[config.mk]
export PLATFORM = sky130hd
export DESIGN_NAME = uop_fetch_seq
export DESIGN_NICKNAME = d
export VERILOG_FILES = /design/src/rtl/uopf_pkg.sv /design/src/rtl/uopf_btb.sv /design/src/rtl/uopf_ctl.sv /design/src/rtl/uopf_ptr.sv /design/src/rtl/uop_fetch_seq.sv
export SDC_FILE = /design/constraint.sdc
export NUM_CORES = 2
export LEC_CHECK = 0
export ABC_AREA = 0
export CORE_ASPECT_RATIO = 2
export CORE_MARGIN = 2
export CORE_UTILIZATION = 57
export CTS_BUF_LIST = sky130_fd_sc_hd__clkbuf_4
export DETAILED_ROUTE_END_ITERATION = 16
export GPL_TIMING_DRIVEN = 0
export PLACE_DENSITY = 0.79
export RECOVER_POWER = 25
export SYNTH_ARGS = -nofsm -noshare
export SYNTH_HDL_FRONTEND = slang
export SYNTH_SLANG_ARGS = --single-unit
[constraint.sdc]
create_clock -name clk -period 5 [get_ports clk]
set_input_delay 1.25 -clock clk [delete_from_list [all_inputs] [get_ports clk]]
set_output_delay 1.25 -clock clk [all_outputs]
set_load 0.02 [all_outputs]
[src/rtl/uopf_pkg.sv]
package uopf_pkg;

    typedef enum logic [0:0] {
        SEQ_FETCH  = 1'b0,
        SEQ_REFILL = 1'b1
    } seq_state_e;

    typedef enum logic [1:0] {
        NXT_STEP  = 2'd0,
        NXT_BTB   = 2'd1,
        NXT_HOLD  = 2'd2,
        NXT_REDIR = 2'd3
    } nxt_src_e;

    typedef logic [1:0] conf_t;

    localparam conf_t CONF_MAX      = 2'd3;
    localparam conf_t CONF_MIN      = 2'd0;
    localparam conf_t CONF_TAKEN_TH = 2'd2;
    localparam conf_t CONF_NEW_T    = 2'd2;
    localparam conf_t CONF_NEW_NT   = 2'd1;

    function automatic conf_t conf_train(conf_t c, logic taken);
        conf_t r;
        if (taken) r = (c == CONF_MAX) ? c : c + 2'd1;
        else       r = (c == CONF_MIN) ? c : c - 2'd1;
        return r;
    endfunction

    function automatic logic conf_says_taken(conf_t c);
        return c >= CONF_TAKEN_TH;
    endfunction

    function automatic conf_t conf_initial(logic taken);
        return taken ? CONF_NEW_T : CONF_NEW_NT;
    endfunction

endpackage

[src/rtl/uopf_btb.sv]
module uopf_btb
    import uopf_pkg::*;
#(
    parameter int AW      = 32,
    parameter int ENTRIES = 16
) (
    input  logic          clk,
    input  logic          rst,
    input  logic [AW-1:0] lk_addr,
    output logic          lk_hit,
    output logic          lk_taken,
    output logic [AW-1:0] lk_target,
    input  logic          upd_valid,
    input  logic [AW-1:0] upd_addr,
    input  logic [AW-1:0] upd_target,
    input  logic          upd_taken
);
    localparam int IDX_W = $clog2(ENTRIES);
    localparam int TAG_W = AW - IDX_W;

    typedef struct packed {
        logic             vld;
        logic [TAG_W-1:0] tag;
        logic [AW-1:0]    tgt;
        conf_t            conf;
    } btb_ent_t;

    btb_ent_t ent_arr [ENTRIES];

    logic [IDX_W-1:0] lk_idx;
    logic [TAG_W-1:0] lk_tag;
    logic [IDX_W-1:0] upd_idx;
    logic [TAG_W-1:0] upd_tag;
    btb_ent_t         lk_ent;
    btb_ent_t         upd_old;
    btb_ent_t         upd_new;
    logic             upd_match;

    assign lk_idx  = lk_addr[IDX_W-1:0];
    assign lk_tag  = lk_addr[AW-1:IDX_W];
    assign upd_idx = upd_addr[IDX_W-1:0];
    assign upd_tag = upd_addr[AW-1:IDX_W];

    // read side: one entry, tag compare, confidence threshold
    always_comb begin
        lk_ent    = ent_arr[lk_idx];
        lk_hit    = lk_ent.vld && (lk_ent.tag == lk_tag);
        lk_taken  = lk_hit && conf_says_taken(lk_ent.conf);
        lk_target = lk_ent.tgt;
    end

    // write side: train a matching entry or overwrite the slot
    always_comb begin
        upd_old   = ent_arr[upd_idx];
        upd_match = upd_old.vld && (upd_old.tag == upd_tag);
        if (upd_match) begin
            upd_new      = upd_old;
            upd_new.conf = conf_train(upd_old.conf, upd_taken);
            if (upd_taken) begin
                upd_new.tgt = upd_target;
            end
        end else begin
            upd_new.vld  = 1'b1;
            upd_new.tag  = upd_tag;
            upd_new.tgt  = upd_target;
            upd_new.conf = conf_initial(upd_taken);
        end
    end

    for (genvar e = 0; e < ENTRIES; e++) begin : g_ent
        btb_ent_t ent_q;
        always_ff @(posedge clk) begin
            if (rst) begin
                ent_q <= '0;
            end else if (upd_valid && (upd_idx == IDX_W'(e))) begin
                ent_q <= upd_new;
            end
        end
        assign ent_arr[e] = ent_q;
    end

endmodule

[src/rtl/uopf_ctl.sv]
module uopf_ctl
    import uopf_pkg::*;
(
    input  logic       clk,
    input  logic       rst,
    input  logic       tc_hit,
    input  logic       grp_has_br,
    input  logic       btb_taken,
    input  logic       redir_valid,
    input  logic       refill_done,
    output seq_state_e state_q,
    output nxt_src_e   nxt_src
);
    seq_state_e state_d;

    always_comb begin
        state_d = state_q;
        nxt_src = NXT_HOLD;
        if (redir_valid) begin
            nxt_src = NXT_REDIR;
            state_d = SEQ_FETCH;
        end else if (state_q == SEQ_FETCH) begin
            if (!tc_hit) begin
                nxt_src = NXT_HOLD;
                state_d = SEQ_REFILL;
            end else if (grp_has_br && btb_taken) begin
                nxt_src = NXT_BTB;
            end else begin
                nxt_src = NXT_STEP;
            end
        end else begin
            nxt_src = NXT_HOLD;
            if (refill_done) begin
                state_d = SEQ_FETCH;
            end
        end
    end

    always_ff @(posedge clk) begin
        if (rst) state_q <= SEQ_FETCH;
        else     state_q <= state_d;
    end

endmodule

[src/rtl/uopf_ptr.sv]
module uopf_ptr
    import uopf_pkg::*;
#(
    parameter int AW       = 32,
    parameter int GRP_STEP = 1
) (
    input  logic          clk,
    input  logic          rst,
    input  logic [AW-1:0] start_addr,
    input  nxt_src_e      nxt_src,
    input  logic [AW-1:0] btb_target,
    input  logic [AW-1:0] redir_addr,
    output logic [AW-1:0] ptr_q
);
    localparam logic [AW-1:0] STEP = AW'(GRP_STEP);

    logic [AW-1:0] ptr_d;

    always_comb begin
        unique case (nxt_src)
            NXT_STEP:  ptr_d = ptr_q + STEP;
            NXT_BTB:   ptr_d = btb_target;
            NXT_REDIR: ptr_d = redir_addr;
            default:   ptr_d = ptr_q;
        endcase
    end

    always_ff @(posedge clk) begin
        if (rst) ptr_q <= start_addr;
        else     ptr_q <= ptr_d;
    end

endmodule

[src/rtl/uop_fetch_seq.sv]
module uop_fetch_seq
    import uopf_pkg::*;
#(
    parameter int AW       = 32,
    parameter int ENTRIES  = 16,
    parameter int GRP_STEP = 1
) (
    input  logic          clk,
    input  logic          rst,
    input  logic [AW-1:0] start_addr,
    input  logic          tc_hit,
    input  logic          grp_has_br,
    input  logic [AW-1:0] grp_br_addr,
    input  logic          res_valid,
    input  logic [AW-1:0] res_addr,
    input  logic [AW-1:0] res_target,
    input  logic          res_taken,
    input  logic          redir_valid,
    input  logic [AW-1:0] redir_addr,
    input  logic          refill_done,
    output logic          fetch_valid,
    output logic [AW-1:0] fetch_addr,
    output logic          refill_req,
    output logic [AW-1:0] refill_addr
);
    seq_state_e    state_q;
    nxt_src_e      nxt_src;
    logic          btb_hit;
    logic          btb_taken;
    logic [AW-1:0] btb_target;
    logic [AW-1:0] ptr_q;

    uopf_btb #(.AW(AW), .ENTRIES(ENTRIES)) u_btb (
        .clk        (clk),
        .rst        (rst),
        .lk_addr    (grp_br_addr),
        .lk_hit     (btb_hit),
        .lk_taken   (btb_taken),
        .lk_target  (btb_target),
        .upd_valid  (res_valid),
        .upd_addr   (res_addr),
        .upd_target (res_target),
        .upd_taken  (res_taken)
    );

    uopf_ctl u_ctl (
        .clk         (clk),
        .rst         (rst),
        .tc_hit      (tc_hit),
        .grp_has_br  (grp_has_br),
        .btb_taken   (btb_taken && btb_hit),
        .redir_valid (redir_valid),
        .refill_done (refill_done),
        .state_q     (state_q),
        .nxt_src     (nxt_src)
    );

    uopf_ptr #(.AW(AW), .GRP_STEP(GRP_STEP)) u_ptr (
        .clk        (clk),
        .rst        (rst),
        .start_addr (start_addr),
        .nxt_src    (nxt_src),
        .btb_target (btb_target),
        .redir_addr (redir_addr),
        .ptr_q      (ptr_q)
    );

    assign fetch_addr  = ptr_q;
    assign refill_addr = ptr_q;
    assign fetch_valid = (state_q == SEQ_FETCH);
    assign refill_req  = (state_q == SEQ_REFILL);

endmodule

==> results of run 1 <==
## cells in the mapped netlist, types with 11 or more instances
library cell | count | area share, %
sky130_fd_sc_hd__dfxtp_1 | 1009 | 37
sky130_fd_sc_hd__nand2_1 | 973 | 6.6
sky130_fd_sc_hd__nor2_1 | 593 | 4.0
sky130_fd_sc_hd__mux4_2 | 499 | 20
sky130_fd_sc_hd__a21oi_1 | 488 | 4.4
sky130_fd_sc_hd__clkbuf_1 | 389 | 2.6
sky130_fd_sc_hd__a211oi_2 | 300 | 6.8
sky130_fd_sc_hd__a211oi_1 | 234 | 3.2
sky130_fd_sc_hd__mux2i_1 | 172 | 3.1
sky130_fd_sc_hd__buf_1 | 88 | 0.60
sky130_fd_sc_hd__buf_4 | 74 | 1.0
sky130_fd_sc_hd__buf_2 | 71 | 0.64
sky130_fd_sc_hd__nand3_1 | 60 | 0.54
sky130_fd_sc_hd__xnor2_1 | 48 | 0.76
sky130_fd_sc_hd__xor2_1 | 47 | 0.74
sky130_fd_sc_hd__mux2_2 | 44 | 0.90
sky130_fd_sc_hd__o21ai_0 | 40 | 0.36
sky130_fd_sc_hd__inv_1 | 39 | 0.26
sky130_fd_sc_hd__a22oi_1 | 33 | 0.45
sky130_fd_sc_hd__edfxtp_1 | 32 | 1.7
sky130_fd_sc_hd__mux2i_2 | 30 | 0.75
sky130_fd_sc_hd__or3_1 | 26 | 0.29
sky130_fd_sc_hd__a32oi_1 | 25 | 0.40
sky130_fd_sc_hd__o22ai_1 | 23 | 0.26
sky130_fd_sc_hd__nand3b_1 | 18 | 0.24
sky130_fd_sc_hd__nor2b_1 | 16 | 0.18
sky130_fd_sc_hd__nor3_1 | 14 | 0.13
sky130_fd_sc_hd__and3_1 | 13 | 0.15
sky130_fd_sc_hd__a221oi_1 | 12 | 0.19
sky130_fd_sc_hd__nand4_1 | 12 | 0.14
sky130_fd_sc_hd__nand2b_1 | 11 | 0.12
## kinds of logic after synthesis
family / after synthesis / share of synthesized area, %
AO/OA/AOI/OAI: 1216 / 16.9
flip-flops: 1041 / 38.3
multiplexers: 745 / 25.1
adder cells (fa/ha/maj): 1 / 0.0226
AND/OR/NAND/NOR: 1765 / 12.8
buffers and inverters: 673 / 5.35
XOR/XNOR: 95 / 1.50
## layer usage
layer	GRT usage, %	overflow
met4	80.0	382
met5	17.9	3
met1	72.0	11
met2	94.3	425
met3	56.4	19
## timing repair
action | in CTS
setup endpoints to repair | 1040
pin swaps | 6
gates resized for setup | 266
setup buffers | 38
endpoints found under the hold margin | 0
gates cloned | 0
## metrics by stage
step / utilization [%] / hold WS, ns / setup TNS, ns / worst slack, ns
CTS: 65.7 / 0.292 / 0 / 0.00603
detailed placement: 61.2 / 0.456 / -2844.69 / -3.81
global placement: 61.2 / 0.447 / -2819.38 / -3.82
floorplan: - / 0.442 / 0 / 0.135
==> results.ini, run 1 <==
[synth]
yosysWarningCount = 0
synth.ff_latch_count = 1041
synth.lib_cells_used.distinct = 68
synth-async-reset-ratio_pct = 0
synth-seq-area-share_pct = 38.3
synth_ff_type = sky130_fd_sc_hd__dfxtp_1
syn-cell-area_sq_mm = 0.0553
synth_enable_flop_cells = 32
synth.avg_cell_area_sq_um = 9.99
postSynthCellCount = 5536
synthesis.nets = 5705

[status]
lastStage = global routing
run.stop_error = [ERROR GRT-0116] Global routing finished with congestion. Check the congestion regions in the DRC Viewer.
outcome = did not finish

[floorplanning]
die-height_um = 444
start_util_pct = 57.4
total_number_of_placement_rows = 161
boundaryPins = 234
die-width_um = 224

[clocking]
clock_sinks = 1041
cts_max_level = 4
cts_made_buffers = 237
cts_max_path_bufs = 3
cts_hold_buffers_added = 0
cts-root-buf = sky130_fd_sc_hd__clkbuf_4

[place]
detailed_place.area_sq_mm = 0.0589
port_buffers = 208
placedCellCount = 6967
gp_congestion = 1.21
detailedPlacementHpwl_um = 229000

[grt]
maximum_number_of_pins_on_one_net_before_global_route_repair = 32
grt_remaining_overflow = 840
grt_pass1_vias = 64000
grt_use_total_pct = 74.6
grt_first_pass_wirelength_um = 544000

==> run 2: changes to the inputs <==
--- a/config.mk
+++ b/config.mk
@@ -6,13 +6,11 @@
 export NUM_CORES = 2
 export LEC_CHECK = 0
 export ABC_AREA = 0
-export CORE_ASPECT_RATIO = 2
 export CORE_MARGIN = 2
-export CORE_UTILIZATION = 57
-export CTS_BUF_LIST = sky130_fd_sc_hd__clkbuf_4
+export CORE_UTILIZATION = 40
 export DETAILED_ROUTE_END_ITERATION = 16
 export GPL_TIMING_DRIVEN = 0
-export PLACE_DENSITY = 0.79
+export PLACE_DENSITY_LB_ADDON = 0.15
 export RECOVER_POWER = 25
 export SYNTH_ARGS = -nofsm -noshare
 export SYNTH_HDL_FRONTEND = slang
==> constraint.sdc (replaced) <==
create_clock -name clk -period 6.5 [get_ports clk]
set_input_delay 1.625 -clock clk [delete_from_list [all_inputs] [get_ports clk]]
set_output_delay 1.625 -clock clk [all_outputs]
set_load 0.02 [all_outputs]
==> results.ini, run 2 <==
[layout]
fin_util_pct = 46.8
largest_reg_flops = 1008
stdcell_area_sq_mm = 0.0642
design.final.nets = 6038
commonest_cells_after_routing_fill_and_taps_aside = sky130_fd_sc_hd__dfxtp_1 (1009), sky130_fd_sc_hd__nand2_1 (973), sky130_fd_sc_hd__nor2_1 (593)
syn2layout_area_growth_pct = 16.1
final_common_cell = sky130_fd_sc_hd__dfxtp_1
final_layout_size_suffix_gt1_share_pct = 21.6

[synth]
synthDominantCellAreaShare_pct = 36.5  ; unchanged
synth.ff_latch_count = 1041  ; unchanged
yosysWarningCount = 0  ; unchanged
postSynthCellCount = 5536  ; unchanged
synth-seq-area-share_pct = 38.3  ; unchanged
synth_enable_flop_cells = 32  ; unchanged
synth_area_leader_cell = sky130_fd_sc_hd__dfxtp_1  ; unchanged
synth.avg_cell_area_sq_um = 9.99  ; unchanged
synth_most_common_cell = sky130_fd_sc_hd__dfxtp_1  ; unchanged
netlist_top_cells_count = sky130_fd_sc_hd__dfxtp_1 (1009), sky130_fd_sc_hd__nand2_1 (973), sky130_fd_sc_hd__nor2_1 (593)  ; unchanged
synth-async-reset-ratio_pct = 0  ; unchanged
largest_cells_by_area_after_synthesis = sky130_fd_sc_hd__dfxtp_1 (37%), sky130_fd_sc_hd__mux4_2 (20%), sky130_fd_sc_hd__a211oi_2 (6.8%), sky130_fd_sc_hd__nand2_1 (6.6%), sky130_fd_sc_hd__a21oi_1 (4.4%)  ; unchanged
synthesis.nets = 5705  ; unchanged
synth_ff_type = sky130_fd_sc_hd__dfxtp_1  ; unchanged
syn-cell-area_sq_mm = 0.0553  ; unchanged
synth.lib_cells_used.distinct = 68  ; unchanged

[sta]
worst_slew_pin_slew_ns = 2.09
final-hold-violation-count = 0
setup_viol = 458
rsz_0062_raised_after_global_routing = true
fmaxAchievable_ghz = 0.149
finalCriticalPeriod_ns = 6.72
postLayoutSetupSlackWorst_ns = -0.217
finClkSkew_ns = 0.0803
max-slew-margin-rel_pct = -39.5
timing.final.max_slew_violations = 100
final_min_period_over_clock_period_pct = 103

[clocking]
cts_max_path_bufs = 3  ; unchanged
cts.clk_slew.worst_paths_ns = 0.06
clock_tree_from_tritoncts = built
clock_sinks = 1041  ; unchanged
cts_made_buffers = 118  ; was 237
cts-root-buf = sky130_fd_sc_hd__clkbuf_16  ; was sky130_fd_sc_hd__clkbuf_4
cts_max_level = 3  ; was 4
cts_hold_buffers_added = 0  ; unchanged
clkLatencyLatePin_ns = 0.80

[critical_path]
setup.reg_to_reg.worst_slack_ns = 1.89
worstPathCellList = clkbuf_1 > buf_2 > inv_2 > clkdlybuf4s15_1 > clkbuf_2 > nand3_1 > nor3_1 > clkdlybuf4s15_1 > clkbuf_1 > nand2_1 > a21oi_1
signal_arrival_time_at_the_worst_endpoint_ns = 7.41
timing.critical_path.slowest_stage_cell = sky130_fd_sc_hd__clkdlybuf4s15_1
cp-start-kind = input pin
worst_ep_required_time_ns = 7.19
cp_max_fanout = 10
cp_slowest_stage_delay_ns = 0.99
worst_setup_path_end_kind = flop
timing_worst_setup_path_type = in2reg

[power_and_ir_drop]
irDropWorstVdd_mv = 0.264
cellPowerDensity_mw_per_mm2 = 248
p_leak_nw = 20.5

[place]
detailedPlacementHpwl_um = 198000  ; was 229000 um
port_buffers = 208  ; unchanged
detailed_place.area_sq_mm = 0.0597  ; was 0.0589 sq mm
gp_congestion = 1.06  ; was 1.21

[grt]
grt_use_total_pct = 39.5
grt_pass1_vias = 48900
maximum_number_of_pins_on_one_net_before_global_route_repair = 34
antenna_violations_before_repair = 22
grt_first_pass_wirelength_um = 390000
grt_remaining_overflow = 0

[floorplanning]
core_area_sq_mm = 0.137
total_number_of_placement_rows = 136  ; was 161
die-width_um = 376  ; was 224 um
boundaryPins = 234  ; unchanged
die-height_um = 376  ; was 444 um
die_area_sq_mm = 0.141
start_util_pct = 40.3  ; was 57.4%

[routing]
drcViolationCount = 0
detail_route.vias_per_cell = 6.76
route.vias.total = 52400
drtPass1Iterations = 9
drt-total-wl_um = 288000
avgRoutedWirePerCell_um = 37.1
drtIter0Drc = 9005
antenna_left = 0

[status]
outcome = complete, but fails checks  ; was did not finish
failed_checks = max-capacitance violations, max-slew violations, negative setup slack

[job]
maxCapViolations = 7

[min_path]
timing.hold.worst.class = reg2reg

-- run 2: cell counts after synthesis --
No cell type changed its count.
-- run 2: layout make-up --
type	instances	area, sq um
Inverter	42	158
Clock buffer	170	3470
Fill cell	13100	73100
Sequential cell	1041	21200
Buffer	630	3050
Tap cell	1794	2240
Antenna cell	6	15.0
Timing Repair Buffer	214	2130
Clock inverter	38	503
Multi-Input combinational cell	3822	31500
-- run 2: final timing paths --
path / end / cells after the start / start
worst max register to register: u_ptr.ptr_q[5]$_DFFE_PP_ / 11 / u_btb.ent_arr[238]$_SDFFE_PP0P_
worst min register to register: u_ctl.state_q$_SDFF_PP0_ / 1 / u_ctl.state_q$_SDFF_PP0_
worst max-delay path: u_btb.ent_arr[994]$_SDFFE_PP0P_ / 11 / res_addr[3]
worst min-delay path: u_ctl.state_q$_SDFF_PP0_ / 1 / u_ctl.state_q$_SDFF_PP0_
-- run 2: per-layer routing --
metal	vias to the layer above	routed length [um]	global-route usage, %	share of wire (%)
met5	-	371	0	0.13
met4	28	20100	23.0	7.0
met3	1063	46100	16.9	16
met2	4476	115000	54.2	40
met1	26000	106000	51.3	37
li1	20800	-	-	-
-- run 2: repair_timing --
item,in CTS,in global routing
cloned,0,0
setup buffers,3,2
setup endpoints to repair,1034,535
pin swaps,2,3
gates resized for setup,104,59
-- run 2: power breakdown --
group	leakage (nW)	switching, W	total (W)	internal, W
Clock	1.97	0.00300	0.00708	0.00408
Sequential	8.49	0.000125	0.00668	0.00655
Combinational	10.0	0.00146	0.00215	0.000697
Total	20.5	0.00458	0.0159	0.0113
-- run 2: stage by stage --
step / TNS (ns) / hold WS, ns / power (W) / cells / setup slack, ns
after floorplan: 0 / 0.442 / 0.00789 / 5536 / 1.26
after global placement: -1694.96 / 0.441 / 0.00883 / 7538 / -2.20
after detailed placement: -1668.08 / 0.448 / 0.00885 / 7539 / -2.27
after CTS: -0.00428 / 0.456 / 0.0158 / 7749 / -0.00367
after global routing: -0.125 / 0.482 / 0.0161 / 7751 / -0.0253
final: -30.25 / 0.451 / 0.0159 / 7757 / -0.217
-- run 2: cells by family (layout without fill, tap and decap cells) --
group	count (synthesis)	after routing	share of synthesized area, %
compound gates	1216	1216	16.9
xor+xnor	95	95	1.50
fa+ha+maj	1	1	0.0226
buf+inv	673	1094	5.35
flops	1041	1041	38.3
mux	745	745	25.1
other cells	0	6	0
simple gates	1765	1765	12.8
-- run 2: worst max-delay path, delay by kind of cell --
family,cells,cell delay (ns)
buffers and inverters,7,4.49
AO/OA/AOI/OAI,1,0.16
AND/OR/NAND/NOR,3,1.08
No activity file was read; power rests on OpenSTA's default activity.
